<file path="config.mk">
export PLATFORM = sky130hd
export DESIGN_NAME = serial_rx_os
export DESIGN_NICKNAME = d
export VERILOG_FILES = /design/src/rtl/serial_rx_os_pkg.sv /design/src/rtl/serial_rx_os_sync.sv /design/src/rtl/serial_rx_os_vote.sv /design/src/rtl/serial_rx_os.sv
export SDC_FILE = /design/constraint.sdc
export NUM_CORES = 1
export LEC_CHECK = 0
export BUFFER_PORTS_ARGS = -buffer_cell sky130_fd_sc_hd__buf_2
export CORE_UTILIZATION = 25
export CTS_CLUSTER_SIZE = 40
export DETAILED_ROUTE_END_ITERATION = 10
export PLACE_DENSITY = 0.49
export SETUP_SLACK_MARGIN = 0.2
export SLEW_MARGIN = 20
export SYNTH_ARGS = -nofsm -noshare
export SYNTH_HDL_FRONTEND = slang
export SYNTH_SLANG_ARGS = --single-unit
</file>
<file path="constraint.sdc">
create_clock -name clk -period 2.7 [get_ports clk]
set_input_delay 0.54 -clock clk [delete_from_list [all_inputs] [get_ports clk]]
set_output_delay 0.54 -clock clk [all_outputs]
set_load 0.02 [all_outputs]
</file>
<file path="src/rtl/serial_rx_os_pkg.sv">
package serial_rx_os_pkg;

    typedef enum logic [2:0] {
        RX_IDLE  = 3'd0,
        RX_START = 3'd1,
        RX_DATA  = 3'd2,
        RX_STOP  = 3'd3,
        RX_HOLD  = 3'd4
    } rx_state_e;

    function automatic logic majority3(input logic a, input logic b, input logic c);
        return (a & b) | (a & c) | (b & c);
    endfunction

endpackage

</file>
<file path="src/rtl/serial_rx_os_sync.sv">
module serial_rx_os_sync #(
    parameter int STAGES = 2
) (
    input  logic clk,
    input  logic rst,
    input  logic din,
    output logic dout
);
    logic [STAGES-1:0] chain_d, chain_q;

    generate
        if (STAGES == 1) begin : g_single
            always_comb chain_d = din;
        end else begin : g_multi
            always_comb chain_d = {chain_q[STAGES-2:0], din};
        end
    endgenerate

    // Reset to low: no falling edge can be inferred until a high is seen.
    always_ff @(posedge clk) begin
        if (rst) chain_q <= '0;
        else     chain_q <= chain_d;
    end

    assign dout = chain_q[STAGES-1];
endmodule

</file>
<file path="src/rtl/serial_rx_os_vote.sv">
module serial_rx_os_vote (
    input  logic clk,
    input  logic rst,
    input  logic cap_first,
    input  logic cap_second,
    input  logic din,
    output logic vote
);
    import serial_rx_os_pkg::*;

    typedef struct packed {
        logic s0;
        logic s1;
    } vote_t;

    vote_t r_q, r_d;

    always_comb begin
        r_d = r_q;
        if (cap_first)  r_d.s0 = din;
        if (cap_second) r_d.s1 = din;
    end

    always_ff @(posedge clk) begin
        if (rst) r_q <= '0;
        else     r_q <= r_d;
    end

    // Third sample is the live line value on the closing tick.
    assign vote = majority3(r_q.s0, r_q.s1, din);
endmodule

</file>
<file path="src/rtl/serial_rx_os.sv">
module serial_rx_os #(
    parameter int TICKS_PER_BIT = 8,
    parameter int DATA_BITS     = 8,
    parameter int SYNC_STAGES   = 2
) (
    input  logic                 clk,
    input  logic                 rst,
    input  logic                 tick_en,
    input  logic                 rx_line,
    output logic [DATA_BITS-1:0] rx_data,
    output logic                 rx_valid,
    output logic                 frame_err,
    output logic                 break_det
);
    import serial_rx_os_pkg::*;

    localparam int CW = $clog2(TICKS_PER_BIT);
    localparam int BW = (DATA_BITS > 1) ? $clog2(DATA_BITS) : 1;
    localparam logic [CW-1:0] T_LAST = CW'(TICKS_PER_BIT - 1);
    localparam logic [CW-1:0] T_MID  = CW'(TICKS_PER_BIT / 2);
    localparam logic [CW-1:0] T_VA   = CW'(TICKS_PER_BIT / 2 - 1);
    localparam logic [CW-1:0] T_VC   = CW'(TICKS_PER_BIT / 2 + 1);
    localparam logic [BW-1:0] B_LAST = BW'(DATA_BITS - 1);

    typedef struct packed {
        rx_state_e            state;
        logic [CW-1:0]        cnt;
        logic [BW-1:0]        bitn;
        logic                 last_hi;
        logic [DATA_BITS-1:0] shreg;
        logic [DATA_BITS-1:0] data;
        logic                 valid;
        logic                 ferr;
        logic                 brk;
    } rx_regs_t;

    rx_regs_t r_q, r_d;

    logic          line_s;
    logic          vote;
    logic          cap_a, cap_b;
    logic [CW-1:0] idx;

    serial_rx_os_sync #(.STAGES(SYNC_STAGES)) u_sync (
        .clk  (clk),
        .rst  (rst),
        .din  (rx_line),
        .dout (line_s)
    );

    serial_rx_os_vote u_vote (
        .clk        (clk),
        .rst        (rst),
        .cap_first  (cap_a),
        .cap_second (cap_b),
        .din        (line_s),
        .vote       (vote)
    );

    // Tick index this tick belongs to, relative to the start edge (tick 0).
    always_comb idx = (r_q.cnt == T_LAST) ? '0 : r_q.cnt + 1'b1;

    assign cap_a = tick_en && (r_q.state == RX_DATA) && (idx == T_VA);
    assign cap_b = tick_en && (r_q.state == RX_DATA) && (idx == T_MID);

    always_comb begin
        r_d       = r_q;
        r_d.valid = 1'b0;
        r_d.ferr  = 1'b0;
        r_d.brk   = 1'b0;
        if (tick_en) begin
            unique case (r_q.state)
                RX_IDLE: begin
                    r_d.last_hi = line_s;
                    if (!line_s && r_q.last_hi) begin
                        r_d.state = RX_START;
                        r_d.cnt   = '0;
                    end
                end
                RX_START: begin
                    r_d.cnt = idx;
                    if (idx == T_MID && line_s) begin
                        r_d.state   = RX_IDLE;
                        r_d.last_hi = 1'b1;
                    end else if (idx == T_LAST) begin
                        r_d.state = RX_DATA;
                        r_d.bitn  = '0;
                    end
                end
                RX_DATA: begin
                    r_d.cnt = idx;
                    if (idx == T_VC) begin
                        r_d.shreg = {vote, r_q.shreg[DATA_BITS-1:1]};
                    end
                    if (idx == T_LAST) begin
                        if (r_q.bitn == B_LAST) r_d.state = RX_STOP;
                        else                    r_d.bitn  = r_q.bitn + 1'b1;
                    end
                end
                RX_STOP: begin
                    r_d.cnt = idx;
                    if (idx == T_MID) begin
                        if (line_s) begin
                            r_d.valid   = 1'b1;
                            r_d.data    = r_q.shreg;
                            r_d.state   = RX_IDLE;
                            r_d.last_hi = 1'b1;
                        end else begin
                            if (r_q.shreg == '0) r_d.brk  = 1'b1;
                            else                 r_d.ferr = 1'b1;
                            r_d.state = RX_HOLD;
                        end
                    end
                end
                RX_HOLD: begin
                    if (line_s) begin
                        r_d.state   = RX_IDLE;
                        r_d.last_hi = 1'b1;
                    end
                end
                default: r_d.state = RX_IDLE;
            endcase
        end
    end

    always_ff @(posedge clk) begin
        if (rst) begin
            r_q       <= '0;
            r_q.state <= RX_IDLE;
        end else begin
            r_q <= r_d;
        end
    end

    assign rx_data   = r_q.data;
    assign rx_valid  = r_q.valid;
    assign frame_err = r_q.ferr;
    assign break_det = r_q.brk;
endmodule

</file>
== Yosys cells after proc, flatten, opt, wreduce, memory -nomap -nowiden ==
Index checks and enable logic that the tools add are counted.

* Output and inout bits: 11
* Bits in registers: 33

* Reductions and logical operators: 20
* Bitwise gates (word level): 8
* Eq/ne operators: 20
* Mux-type cells: 23
* Add/sub/neg operators: 2

{| class="wikitable"
|+ Operators with widths
! kind !! count
|-
| $mux 3 || 12
|-
| $eq 3x3->1 const B || 6
|-
| $pmux 3 s5 || 1
|-
| $ne 2x2->1 const B || 6
|-
| $pmux 3 s2 || 2
|-
| $eq 3x2->1 const B || 3
|-
| $logic_not 8->1 || 1
|-
| $reduce_and 4->1 || 2
|-
| $reduce_and 7->1 || 1
|-
| $add 3x1->3 const B || 2
|-
| $mux 1 || 6
|-
| $mux 6 || 1
|-
| $ne 2x1->1 const B || 3
|-
| $reduce_and 3->1 || 2
|-
| $reduce_and 6->1 || 1
|-
| $logic_and 1x1->1 || 5
|-
| $reduce_or 5->1 || 1
|-
| $pmux 1 s4 || 1
|-
| $reduce_bool 2->1 || 2
|-
| $reduce_bool 4->1 || 1
|-
| $reduce_or 4->1 || 1
|-
| $and 1x1->1 || 3
|-
| $eq 3x1->1 const B || 1
|-
| $logic_not 3->1 || 1
|-
| other kinds (5) || 8
|}

== Logic depth before layout (Yosys ltp) ==
* Depth after elaboration: 6
* Depth in mapped cells: 7
* Gate-level depth less buffers: 7

== By module ==
From an unflattened synthesis, not the netlist that was laid out.

* Cell total of the unflattened synthesis: 165
* Area, all modules: 1614.0 µm²

{| class="wikitable"
|+ By module, submodules not included
! module !! area an instance (µm²) !! times used !! cells an instance
|-
| serial_rx_os || 1482.7 || 1 || 154
|-
| serial_rx_os_vote || 78.8 || 1 || 7
|-
| serial_rx_os_sync || 52.6 || 1 || 4
|}

== Worst setup path after synthesis ==
OpenSTA, ideal clock, no wires.

* Kind: register -> register
* Start: reg r_q[23] (netlist name)
* End: reg r_q[27] (netlist name)
* Setup slack: 0.711 ns
* Buffers on the path: 0
* Cell stages (with the launch flop): 8
* Data arrival time: 1.930 ns
* Period minus slack after synthesis: 1.989 ns
* Library setup time: 0.059 ns
* Required time: 2.641 ns
* Cell sequence: dfxtp_1 -> ha_1 -> ha_1 -> and4bb_2 -> o21ai_0 -> a211o_1 -> a2111oi_1 -> a31o_1

* Longest elaborated chain between the ends: 6
* Elaborated cells between the ends (all ways): 12

{| class="wikitable"
|+ Ends and longest elaborated chain
! what !! line !! text
|-
| start: declaration || serial_rx_os.sv:37 || <nowiki>rx_regs_t r_q, r_d;</nowiki>
|-
| start signal: assignment || serial_rx_os.sv:131 || <nowiki>r_q <= r_d;</nowiki>
|-
| $add 3x1->3 or $eq 3x3->1 (tied branches) || serial_rx_os.sv:61 || <nowiki>always_comb idx = (r_q.cnt == T_LAST) ? '0 : r_q.cnt + 1'b1;</nowiki>
|-
| $mux 3 * || serial_rx_os.sv:61 ||
|-
| $eq 3x3->1 || serial_rx_os.sv:82, serial_rx_os.sv:102 ||
|-
| $logic_and 1x1->1 || serial_rx_os.sv:82 || <nowiki>if (idx == T_MID && line_s) begin</nowiki>
|-
| $ne 3x3->1 (no line) or $mux 3 (tied branches) || - ||
|-
| $reduce_and 7->1 (no line) or $pmux 3 s5 (tied branches) || - ||
|}

Mark *: on every way between the ends. The rest lies on a longest branch, timed or not.
A chain may end at the register's enable or synchronous reset.

== Final worst setup path ==
* Start: reg r_q[23] (netlist name)
* End: reg r_q (netlist bit rx_data[3])

* Longest elaborated chain between the ends: 4
* Elaborated cells between the ends (all ways): 5

{| class="wikitable"
|+ Ends and longest elaborated chain
! what !! line !! text
|-
| $add 3x1->3 or $eq 3x3->1 (tied branches) || serial_rx_os.sv:61 ||
|-
| $mux 3 * || serial_rx_os.sv:61 ||
|-
| $eq 3x3->1 * || serial_rx_os.sv:102 || <nowiki>if (idx == T_MID) begin</nowiki>
|-
| $reduce_and 4->1 (no line) * || - ||
|}

Marked as above.

==> results.json <==
{
  "ios": 15,
  "p_total_uw": 1000,
  "synth_xor_area_share_pct": 0,
  "arrival_ps": 2320,
  "grt_use_total_pct": 10.7,
  "first_pass_iters": 4,
  "leakagePower_uw": 0.000789,
  "worstSetupStartpointType": "register",
  "postSynthAreaPerCell_sq_um": 9.45,
  "synth.mux.area_fraction_pct": 12.0,
  "dr.first_iter.drc_count": 57,
  "async_flop_share_pct": 0,
  "cts_sinks": 33,
  "use_met1_pct": 12.2,
  "hold_path_class": "reg -> reg",
  "wl_per_cell_um": 11.7,
  "crit_top_cell": "ha_1",
  "status": "finished clean",
  "synthAdderAreaFrac_pct": 4.00,
  "cp.required_ps": 2860,
  "cts_buffer_depth": 2,
  "vias_per_cell": 4.57,
  "seq_area_frac_synth_pct": 44.0,
  "dieWidth_um": 79.5,
  "crit_fanout": 8,
  "rsz0062_at_grt": "no",
  "synth_compound_area_share_pct": 12.2,
  "maxSlewViolCount": 0,
  "max_stage_delay_ps": 640,
  "setup_violations": 0,
  "start_util_pct": 26.6,
  "antenna_found_initial": 0,
  "insertedDiodeCount": 0,
  "yosysWarnings": 0,
  "met3_usage_pct": 3.43,
  "yosys.cell_types.count": 39,
  "drc": 0,
  "antenna_left": 0,
  "crit_type": "reg -> reg",
  "dp_hpwl_um": 1880,
  "path_clk_slew_ps": 70,
  "worst_pin_slew_ps": 525,
  "core_region_area_sq_um": 5640,
  "finalCritPeriodShare_pct": 80.1,
  "synth_edf_count": 0,
  "cts_tree": "yes",
  "ir_drop_v": 0.000183,
  "port_buffers": 14,
  "synth-simple-area-share_pct": 21.3,
  "grtUsageMet2_pct": 16.8,
  "grt-busiest-layer": "met2",
  "insertion_delay_ps": 290,
  "grt_pass1_vias": 1083,
  "drv_cap": 0,
  "routed_wl_um": 2810,
  "netlist_area_sq_um": 1500,
  "synth_top_family_by_area": "simple AND/OR/NAND/NOR gates",
  "cp-end-kind": "register",
  "synth_flop_cell": "dfxtp_1",
  "gp_congestion": 0.705,
  "grt_max_degree": 30,
  "max_slew_margin_pct": 65.0,
  "grt_pass1_wl_um": 5040,
  "cts-root-buf": "clkbuf_8",
  "areaGrowthSynthToFinish_pct": 12.7,
  "die-area_sq_um": 6330,
  "fmax_mhz": 463,
  "layout_min_cycle_time_ps": 2160,
  "ctsHoldBuffers": 0,
  "htreeDepth": 2,
  "power_density_nw_per_um2": 592,
  "drive_gt1_share_pct": 16.2,
  "grt_overflow": 0,
  "skew_ps": 13.6,
  "crit_slowest_cell": "or3_1",
  "nets": 174,
  "synth-seq-cells": 33,
  "timing.setup.tns_ps": 0,
  "fp-row-count": 27,
  "path_cells": "ha_1 -> ha_1 -> o211ai_2 -> or3_1 -> mux2i_1 -> nor2_1",
  "route.vias.total": 1093,
  "synth.net_count": 167,
  "post-cts-setup-buffers": 0,
  "cts_made_buffers": 5,
  "ctsResizeCount": 0,
  "hold_viol": 0,
  "synthCells": 159,
  "fp.dieH_um": 79.5
}
[stage by stage]
stage | instances | utilization, % | hold slack, ps | setup slack [ps] | area [sq um]
floorplan | 159 | - | 414 | 711 | 1500
global placement | 231 | 27.9 | 422 | 524 | 1580
detailed placement | 231 | 27.9 | 427 | 517 | 1580
CTS | 239 | 30.0 | 441 | 512 | 1690
global route | 239 | 30.0 | 458 | 349 | 1690
finish | 239 | 30.0 | 436 | 538 | 1690
[state kept, by name, indices dropped and copies added (netlist names)]
register / cells
rx_data: 8
u_vote.r_q: 2
rx_valid: 1
break_det: 1
r_q: 18
u_sync.chain_q: 2
frame_err: 1
[worst paths after layout]
kind,end,slack (ps),cells after the start,from
worst max-delay path,rx_data[3],540,6,r_q[23]
worst min-delay path,u_sync.chain_q[1],440,1,u_sync.chain_q[0]
worst min register to register,u_sync.chain_q[1],440,1,u_sync.chain_q[0]
worst max register to register,rx_data[3],540,6,r_q[23]
[synth_stat cells (2+ instances only)]
cell type | number | area [sq um]
a211o_1 | 2 | 17.5
a21oi_1 | 8 | 40.0
buf_2 | 3 | 15.0
buf_4 | 8 | 60.1
clkbuf_1 | 3 | 11.3
dfxtp_1 | 33 | 661
ha_1 | 4 | 50.1
inv_1 | 3 | 11.3
mux2i_1 | 18 | 180
nand2_1 | 6 | 22.5
nand2b_1 | 3 | 18.8
nand3b_1 | 2 | 15.0
nor2_1 | 27 | 101
nor2b_1 | 2 | 12.5
nor4_1 | 4 | 25.0
o211ai_1 | 2 | 15.0
o21ai_0 | 4 | 20.0
o21ai_1 | 2 | 10.0
or3_1 | 4 | 25.0
or4_1 | 2 | 15.0
[area by class of cell]
| class | instances | area (sq um) |
|---|---|---|
| inverters | 3 | 11.3 |
| well taps | 72 | 90.1 |
| flip-flops and latches | 33 | 661 |
| fillers | 589 | 3950 |
| multi-input cells | 109 | 744 |
| clock inverters | 1 | 30.0 |
| repair buffers | 14 | 70.1 |
| clock buffers | 7 | 86.3 |
[power by group]
part,switching (uW),internal [uW]
Combinational,17.3,8.73
Clock,183,301
Sequential,3.32,489
[cells in the final DEF, fill, tap and decap left out, drive strengths merged, types with 4 or more instances in the layout]
cell    netlist  layout
a21oi         9       9
buf          11      14
clkbuf        3       7
dfxtp        33      33
ha            4       4
mux2i        18      18
nand2         6       6
nor2         28      28
nor4          4       4
o21ai         6       6
or3           4       4
[cell families after synthesis]
kind of cell | Yosys count
buf+inv | 17
flops | 33
mux | 18
simple gates | 59
fa+ha+maj | 5
compound gates | 27
[critical path, delay by kind of cell (launching register included)]
| family | cells | cell delay [ps] |
|---|---|---|
| and+or+nand+nor | 2 | 690 |
| AOI/OAI and AO/OA | 1 | 200 |
| adders and majority gates | 2 | 570 |
| DFF | 1 | 350 |
| muxes | 1 | 230 |
[per-layer routing]
| layer | vias to the layer above | wire length (um) |
|---|---|---|
| met1 | 498 | 1360 |
| met5 | - | 0 |
| li1 | 570 | - |
| met2 | 17 | 1250 |
| met3 | 8 | 96 |
| met4 | 0 | 92 |
(Power assumes the default switching activity.)
